File: config.mk
export PLATFORM = sky130hd
export DESIGN_NAME = adc_chain_seq
export DESIGN_NICKNAME = d
export VERILOG_FILES = /design/src/rtl/adcseq_pkg.sv /design/src/rtl/adcseq_prediv.sv /design/src/rtl/adcseq_lane.sv /design/src/rtl/adc_chain_seq.sv
export SDC_FILE = /design/constraint.sdc
export NUM_CORES = 1
export LEC_CHECK = 0
export ABC_CLOCK_PERIOD_IN_PS = 5070
export CAP_MARGIN = 20
export CORE_MARGIN = 2
export CORE_UTILIZATION = 35
export CTS_CLUSTER_SIZE = 28
export DETAILED_ROUTE_END_ITERATION = 12
export PLACE_DENSITY = 0.65
export SLEW_MARGIN = 20
export SYNTH_ARGS = -nofsm -noshare
export SYNTH_HDL_FRONTEND = slang
export SYNTH_SLANG_ARGS = --single-unit
File: constraint.sdc
create_clock -name clk -period 5.07 [get_ports clk]
set_clock_uncertainty 0.1 [all_clocks]
set_input_delay 1.014 -clock clk [delete_from_list [all_inputs] [get_ports clk]]
set_output_delay 1.014 -clock clk [all_outputs]
set_load 0.03 [all_outputs]
File: src/rtl/adcseq_pkg.sv
package adcseq_pkg;

  localparam int SLOT_W = 3;
  localparam int IRQ_W  = 2;

  typedef enum logic [1:0] {
    S_IDLE,
    S_WAIT,
    S_ISSUE,
    S_RESULT
  } lane_state_e;

  // number of segments for a length-minus-one field
  function automatic int unsigned seg_total(input int unsigned len_m1);
    return len_m1 + 32'd1;
  endfunction

  // interrupt code to status-bit mask: 1->bit0, 2->bit1, 3->bit2, 0->none
  function automatic logic [2:0] irq_route(input logic [IRQ_W-1:0] code);
    case (code)
      2'd1:    return 3'b001;
      2'd2:    return 3'b010;
      2'd3:    return 3'b100;
      default: return 3'b000;
    endcase
  endfunction

endpackage

File: src/rtl/adcseq_prediv.sv
module adcseq_prediv #(
  parameter int DIV_W = 8
) (
  input  logic             clk,
  input  logic             rst_n,
  input  logic             srst,
  input  logic [DIV_W-1:0] prediv,
  output logic             tick
);
  logic [DIV_W-1:0] cnt;

  always_ff @(posedge clk or negedge rst_n) begin
    if (!rst_n)              cnt <= '0;
    else if (srst)           cnt <= '0;
    else if (cnt >= prediv)  cnt <= '0;
    else                     cnt <= cnt + DIV_W'(1);
  end

  assign tick = !srst && (cnt >= prediv);

  // no two ticks back to back unless the divider is 1
  assert_tick_gap_R6: assert property (@(posedge clk) disable iff (!rst_n || srst)
    (tick && prediv != '0 && $stable(prediv)) |=> !tick);

endmodule

File: src/rtl/adcseq_lane.sv
module adcseq_lane import adcseq_pkg::*; #(
  parameter int MAX_SEG = 8,
  parameter int CH_W    = 5,
  parameter int RES_W   = 12,
  parameter int DLY_W   = 8
) (
  input  logic                     clk,
  input  logic                     rst_n,
  input  logic                     srst,
  input  logic                     tick,
  input  logic                     trig,
  input  logic [$clog2(MAX_SEG)-1:0] chain_len,
  input  logic [DLY_W-1:0]         init_dly,
  input  logic [DLY_W-1:0]         intv_dly,
  input  logic [MAX_SEG*(CH_W+SLOT_W+IRQ_W+1)-1:0] seg_cfg,
  output logic                     cmd_valid,
  output logic [SLOT_W-1:0]        cmd_slot,
  output logic [CH_W-1:0]          cmd_chan,
  input  logic                     res_valid,
  input  logic [RES_W-1:0]         res_data,
  output logic [MAX_SEG*RES_W-1:0] results,
  output logic [2:0]               done_set,
  output logic                     err_set
);
  localparam int IDX_W = $clog2(MAX_SEG);
  localparam int SEG_W = CH_W + SLOT_W + IRQ_W + 1;
  localparam int B2B_B = SEG_W - 1;
  localparam int IRQ_B = SLOT_W + CH_W;

  lane_state_e      st;
  logic [IDX_W-1:0] seg, seg_nx;
  logic [DLY_W-1:0] cnt;
  logic [SEG_W-1:0] cur, nxt;
  logic             last_seg, res_take;

  assign seg_nx   = seg + IDX_W'(1);
  assign cur      = seg_cfg[int'(seg)*SEG_W +: SEG_W];
  assign nxt      = seg_cfg[int'(seg_nx)*SEG_W +: SEG_W];
  assign last_seg = (32'(seg) + 32'd1) == seg_total(32'(chain_len));
  assign res_take = (st == S_RESULT) && res_valid;

  always_ff @(posedge clk or negedge rst_n) begin
    if (!rst_n) begin
      st <= S_IDLE; seg <= '0; cnt <= '0;
    end else if (srst) begin
      st <= S_IDLE; seg <= '0; cnt <= '0;
    end else begin
      case (st)
        S_IDLE: if (trig) begin
          seg <= '0; cnt <= init_dly; st <= S_WAIT;
        end
        S_WAIT: begin
          if (cnt == '0) st <= S_ISSUE;
          else if (tick) cnt <= cnt - DLY_W'(1);
        end
        S_ISSUE: st <= S_RESULT;
        S_RESULT: if (res_valid) begin
          if (last_seg) st <= S_IDLE;
          else begin
            seg <= seg_nx;
            if (nxt[B2B_B]) st <= S_ISSUE;
            else begin cnt <= intv_dly; st <= S_WAIT; end
          end
        end
        default: st <= S_IDLE;
      endcase
    end
  end

  // one result register per segment
  for (genvar g = 0; g < MAX_SEG; g++) begin : g_res
    always_ff @(posedge clk or negedge rst_n) begin
      if (!rst_n)                                results[g*RES_W +: RES_W] <= '0;
      else if (srst)                             results[g*RES_W +: RES_W] <= '0;
      else if (res_take && seg == IDX_W'(g))     results[g*RES_W +: RES_W] <= res_data;
    end
  end

  assign cmd_valid = (st == S_ISSUE);
  assign cmd_slot  = cur[SLOT_W-1:0];
  assign cmd_chan  = cur[SLOT_W +: CH_W];
  assign done_set  = res_take ? irq_route(cur[IRQ_B +: IRQ_W]) : 3'b000;
  assign err_set   = trig && (st != S_IDLE);

  assert_cmd_one_cycle_R1: assert property (@(posedge clk) disable iff (!rst_n || srst)
    cmd_valid |=> !cmd_valid);

  assert_b2b_immediate_R5: assert property (@(posedge clk) disable iff (!rst_n || srst)
    (st == S_RESULT && res_valid && !last_seg && nxt[B2B_B]) |=> cmd_valid);

  assert_busy_trig_dropped_R8: assert property (@(posedge clk) disable iff (!rst_n || srst)
    (trig && st == S_WAIT && cnt != '0) |=> (st == S_WAIT && seg == $past(seg) && cnt <= $past(cnt)));

endmodule

File: src/rtl/adc_chain_seq.sv
module adc_chain_seq import adcseq_pkg::*; #(
  parameter int NUM_ADC = 2,
  parameter int MAX_SEG = 8,
  parameter int CH_W    = 5,
  parameter int RES_W   = 12,
  parameter int DLY_W   = 8,
  parameter int DIV_W   = 8
) (
  input  logic                              clk,
  input  logic                              rst_n,
  input  logic                              srst,
  input  logic [DIV_W-1:0]                  prediv,
  input  logic                              sync_mode,
  input  logic [$clog2(MAX_SEG)-1:0]        chain_len,
  input  logic [DLY_W-1:0]                  init_dly,
  input  logic [DLY_W-1:0]                  intv_dly,
  input  logic [MAX_SEG*(CH_W+6)-1:0]       seg_cfg,
  input  logic [NUM_ADC-1:0]                trig,
  output logic [NUM_ADC-1:0]                cmd_valid,
  output logic [NUM_ADC*3-1:0]              cmd_slot,
  output logic [NUM_ADC*CH_W-1:0]           cmd_chan,
  input  logic [NUM_ADC-1:0]                res_valid,
  input  logic [NUM_ADC*RES_W-1:0]          res_data,
  output logic [3:0]                        status,
  input  logic [3:0]                        status_clr,
  input  logic [$clog2(NUM_ADC)-1:0]        rd_lane,
  input  logic [$clog2(MAX_SEG)-1:0]        rd_seg,
  output logic [RES_W-1:0]                  rd_data
);
  logic                     tick;
  logic [NUM_ADC-1:0]       lane_trig, lane_err;
  logic [2:0]               lane_done [NUM_ADC];
  logic [MAX_SEG*RES_W-1:0] lane_res  [NUM_ADC];
  logic [3:0]               set_any;

  adcseq_prediv #(.DIV_W(DIV_W)) u_div (
    .clk(clk), .rst_n(rst_n), .srst(srst), .prediv(prediv), .tick(tick)
  );

  for (genvar l = 0; l < NUM_ADC; l++) begin : g_lane
    // sync mode: every lane follows trigger 0
    if (l == 0) begin : g_own
      assign lane_trig[l] = trig[0];
    end else begin : g_sel
      assign lane_trig[l] = sync_mode ? trig[0] : trig[l];
    end

    adcseq_lane #(
      .MAX_SEG(MAX_SEG), .CH_W(CH_W), .RES_W(RES_W), .DLY_W(DLY_W)
    ) u_lane (
      .clk(clk), .rst_n(rst_n), .srst(srst), .tick(tick),
      .trig(lane_trig[l]), .chain_len(chain_len),
      .init_dly(init_dly), .intv_dly(intv_dly), .seg_cfg(seg_cfg),
      .cmd_valid(cmd_valid[l]), .cmd_slot(cmd_slot[l*3 +: 3]),
      .cmd_chan(cmd_chan[l*CH_W +: CH_W]),
      .res_valid(res_valid[l]), .res_data(res_data[l*RES_W +: RES_W]),
      .results(lane_res[l]), .done_set(lane_done[l]), .err_set(lane_err[l])
    );
  end

  always_comb begin
    set_any = '0;
    for (int l = 0; l < NUM_ADC; l++) set_any = set_any | {lane_err[l], lane_done[l]};
  end

  // set has priority over a same-cycle clear
  always_ff @(posedge clk or negedge rst_n) begin
    if (!rst_n)     status <= '0;
    else if (srst)  status <= '0;
    else            status <= (status & ~status_clr) | set_any;
  end

  assign rd_data = lane_res[rd_lane][int'(rd_seg)*RES_W +: RES_W];

  assert_set_wins_R9: assert property (@(posedge clk) disable iff (!rst_n || srst)
    set_any[0] |=> status[0]);

  assert_srst_quiet_R12: assert property (@(posedge clk) disable iff (!rst_n)
    srst |=> (status == '0 && cmd_valid == '0));

endmodule

Word-level counts from Yosys, hierarchy flattened
Cells that the tools add are included.

Register bits after elaboration: 230. Bits in latches: 0. Memory bits (writable): 0. ROM bits: 0. Memories: 0.

$add $sub $neg: 8. $mul: 5. Div/mod/pow operators: 0. $lt $le $gt $ge: 2. Eq/ne operators: 42. Shift-type cells: 5. Muxes and demuxes: 83. Bitwise operators: 5. Reduce and logical (&&, ||, !) cells: 56.

Operators by type and width (count): $mux 12 (32); $mux 96 (3); $shiftx 88x32->10 (2); $shiftx 88x32->11 (2); $mux 8 (16); $shiftx 96x32->12 (1); $eq 32x32->1 (2); $pmux 8 s3 (2); $reduce_bool 2->1 (18); $mux 3 (10); $ne 3x3->1 const B (10); $mul 3x4->7 const B (4); $eq 3x3->1 const B (8); $mux 2 (12); $logic_and 1x1->1 (21); $pmux 3 s3 (2); $eq 2x2->1 const B (8); $logic_not 8->1 (2); $pmux 2 s4 (2); $sub 8x1->8 const B (2); $reduce_and 7->1 (2); $add 3x1->4 const B (3); $eq 3x2->1 const B (4); $ne 3x2->1 const B (4); other kinds (21) (34).

Longest topological paths before layout
Depth in word-level cells: 8. Mapped depth: 12.

By module
A second synthesis with hierarchy kept.

Cell total of the unflattened synthesis: 1454. Area, all modules: 13767.0 µm².

Modules (own cells, without submodules): adcseq_lane at g_lane[1].u_lane (times used 1, cells an instance 634, area each 5748.0 µm², seq. area each 2727.6 µm²); adcseq_lane at g_lane[0].u_lane (times used 1, cells an instance 644, area each 5744.3 µm², seq. area each 2727.6 µm²); adc_chain_seq (times used 1, cells an instance 119, area each 1655.3 µm², seq. area each 100.1 µm²); adcseq_prediv (times used 1, cells an instance 57, area each 619.3 µm², seq. area each 200.2 µm²).

Worst setup path before layout
OpenSTA, ideal clock, no wires.

Path type: input port to output port. From: input port rd_lane. To: output port rd_data[0]. Data arrival time: 2.698 ns. Required time: 3.956 ns. Slack: 1.258 ns. Stages on the path: 4. Cells stage by stage: buf_2 > buf_2 > mux4_2 > mux4_2.

Longest elaborated chain between the ends: 5.

Ends and longest elaborated chain: from (decl) (line adc_chain_seq.sv:26) `input logic [$clog2(NUM_ADC)-1:0] rd_lane,`; $not 1->2 (not written as such) (line adc_chain_seq.sv:73) `assign rd_data = lane_res[rd_lane][int'(rd_seg)*RES_W +: RES_W];`; $mux 96 (not written as such) (3 in a row) (line adc_chain_seq.sv:73); $shiftx 96x32->12 (line adc_chain_seq.sv:73); to (decl) (line adc_chain_seq.sv:28) `output logic [RES_W-1:0] rd_data`.

Every way passes these cells. The select of a mux whose other input is x is not followed.

Final worst setup path
From: input port rd_lane. To: output port rd_data[11].

Same word-level chain as after synthesis.

==> run summary <==
gp weighted congestion = 0.858
Worst-path clk slew = 60 ps
WL per Instance = 21.5 um
cells after synthesis = 1,408
worst-case clock buffer depth = 3
worst rel slew slack = 29.4%
# fillers = 3,639
Final Total Pwr = 0.00509 W
Starting DRT DRC Count = 1,052
# IOs = 189
fraction of layout cells with a size suffix above 1 = 9.92%
maximum vdd drop = 0.235 mV
CTS Root Cell = clkbuf_16
Final min period = 4330 ps
pwr/cell area = 312 mW/mm2
antenna violations before repair = 1
H-tree levels = 1
Synth cell types = 53
Synth area leaders = dfrtp_1, mux4_2, nand2_1
Worst Hold Class = register to register
largest net degree at the start of global routing = 219
cts hold-fix bufs = 0
top-area cell type share of the netlist area = 42.7%
fmax = 231 MHz
cell count along the critical path = 5
drt pass-1 iters = 5
slowest stage cell, crit path = clkdlybuf4s50_1
Final Cell Area = 0.0163 mm2
Post-Syn Area = 0.0135 mm2
PortBufs = 188
area of the multi-input gates = 0.00705 mm2
Starting Density = 35.7%
core area = 0.0378 mm2
P&R area growth vs syn = 21.1%
reg2reg setup slack = 1570 ps
RSZ-0062 raised after global routing = no
number of buffer and inverter stages on the critical path = 3
Sequential Area = 0.00576 mm2
synth cell count leaders = nand2_1, dfrtp_1, a21oi_1, mux4_2, clkbuf_1
required time of the critical path = 3960 ps
Leakage = 6.53 nW
Final setup viols = 0
count leader, synth = nand2_1
DRC Markers = 0
cell taking the most area after synthesis = dfrtp_1
# resized after CTS = 0
Total Wirelength = 44,000 um
die height = 200 um
Worst-Margin Slew = 1060 ps
delay of the slowest cell on the worst path = 720 ps
Vias/cell = 5.64
GRT Util Overall = 21.8%
Max Cap Viol = 0
sequential area share after synthesis = 42.7%
CP Launch Type = input pin
Worst Setup End Kind = output pin
Clock Latency Late Sink = 520 ps
Setup CP Type = input pin to output pin
gr ovfl total = 0
Slew Limit Fails = 0
final net count = 1,708
largest delay contributor family on the critical path = buffers and inverters
first-pass GRT wire length = 68,400 um
Rows = 71
number of global-route vias before repair = 11,700
Via Count = 11,500
yosys warns = 0
WHS Path Cells = 2
Post-synth top flop = dfrtp_1
Placed Area = 0.0156 mm2
Tcrit/Tclk final = 85.3%
Die W = 200 um
Mapped Nets = 1,599
Avg Cell Area, Syn = 9.57 um2
Worst EP arrival = 3210 ps
Setup Fix Bufs, Post-CTS = 0
Seq cells post-synth = 230
total clock buffers created by CTS = 24
Fin. Hold Viols = 0
FFs w/ async S/R, synth = 100%
Routed Antenna Nets = 0
Post-synth EDFFs = 0
Setup TNS = 0 ps
CTS tree = built
status = completed
crit-path max FO = 48
die area = 0.0401 mm2
R2R depth = 8
Detail Placement HPWL = 29,000 um
most frequent CP cell = mux4_2
# clock sinks = 230
worst path cell trace = buf_4, buf_12, mux4_2, mux4_2, clkdlybuf4s50_1
[final timing paths]
path                                         startpoint                            to
setup / recovery                                rd_lane                   rd_data[11]
hold / removal             g_lane[0].u_lane.results[81]  g_lane[0].u_lane.results[81]
setup reg to reg                g_lane[0].u_lane.seg[1]       g_lane[0].u_lane.cnt[5]
hold reg to reg            g_lane[0].u_lane.results[81]  g_lane[0].u_lane.results[81]
max in group asynchronous                         rst_n  g_lane[1].u_lane.results[95]
min in group asynchronous                         rst_n  g_lane[1].u_lane.results[45]
[through the flow]
step	util [%]	setup WS, ps	hold WS [ps]	instances
after floorplan	-	1260	385	1408
after global placement	41.3	767	401	2002
after detailed placement	41.3	739	407	2002
after CTS	43.2	738	420	2044
after global routing	43.2	661	439	2045
final	43.2	745	423	2045
[placed cells by master, fill, tap and decap left out, types with 3 or more instances in the layout]
cell type,count
nand2_1,473
dfrtp_1,229
a21oi_1,212
clkdlybuf4s50_1,184
mux4_2,99
ha_1,36
inv_1,33
nor2_1,33
clkbuf_16,24
and3_1,20
o21ai_0,16
xnor2_1,14
xor2_1,13
a22oi_1,13
nand3_1,10
clkbuf_1,10
nor3_1,9
mux2i_1,8
a22o_1,8
buf_4,8
a211oi_1,6
clkbuf_8,6
mux4_1,5
a311oi_1,5
nand2b_1,4
and2_1,4
buf_12,4
nor3b_1,3
nor4_1,3
a211o_1,3
[area by class of cell]
type                            count  share of cell area [%]
Sequential cell                   230                    35.3
Timing Repair Buffer              199                    12.3
Inverter                           33                   0.759
Clock buffer                       40                    4.41
Multi-Input combinational cell   1029                    43.2
Antenna cell                        1                  0.0153
Clock inverter                      2                   0.130
Tap cell                          511                    3.92
[cells by family after synthesis]
group | share of synthesized area [%]
AND/OR/NAND/NOR | 17.0
AO/OA/AOI/OAI | 11.9
flip-flops | 42.7
buffers and inverters | 5.02
multiplexers | 18.3
adder cells (fa/ha/maj) | 3.34
XOR/XNOR | 1.75
[power breakdown]
| part | leakage (nW) | switching, W | internal (W) |
|---|---|---|---|
| clock network | 0.362 | 0.000751 | 0.000965 |
| logic | 2.97 | 0.000757 | 0.000606 |
| registers | 3.20 | 0.0000993 | 0.00192 |
[flip-flops by register name (all words and copies together), names as in the netlist]
register,cells
g_lane.u_lane.seg,6
g_lane.u_lane.cnt,16
status,4
g_lane.u_lane.st,4
u_div.cnt,8
g_lane.u_lane.results,192
[tightest hold or removal path, stage by stage, from the launching register on]
cell,delay [ps]
dfrtp_1,380
nand2_1,60
a21oi_1,50
[metal layers]
metal  vias to the layer above  wire, um  GRT usage (%)  share of wire, %
met1                      5728     17600           28.8                40
met5                         -         0              0                 0
li1                       5092         -              -                 -
met2                       622     20500           34.7                47
met3                        90      4540           6.25                10
met4                         0      1330           6.45               3.0
Note: power is estimated with default switching activity, not from simulation.
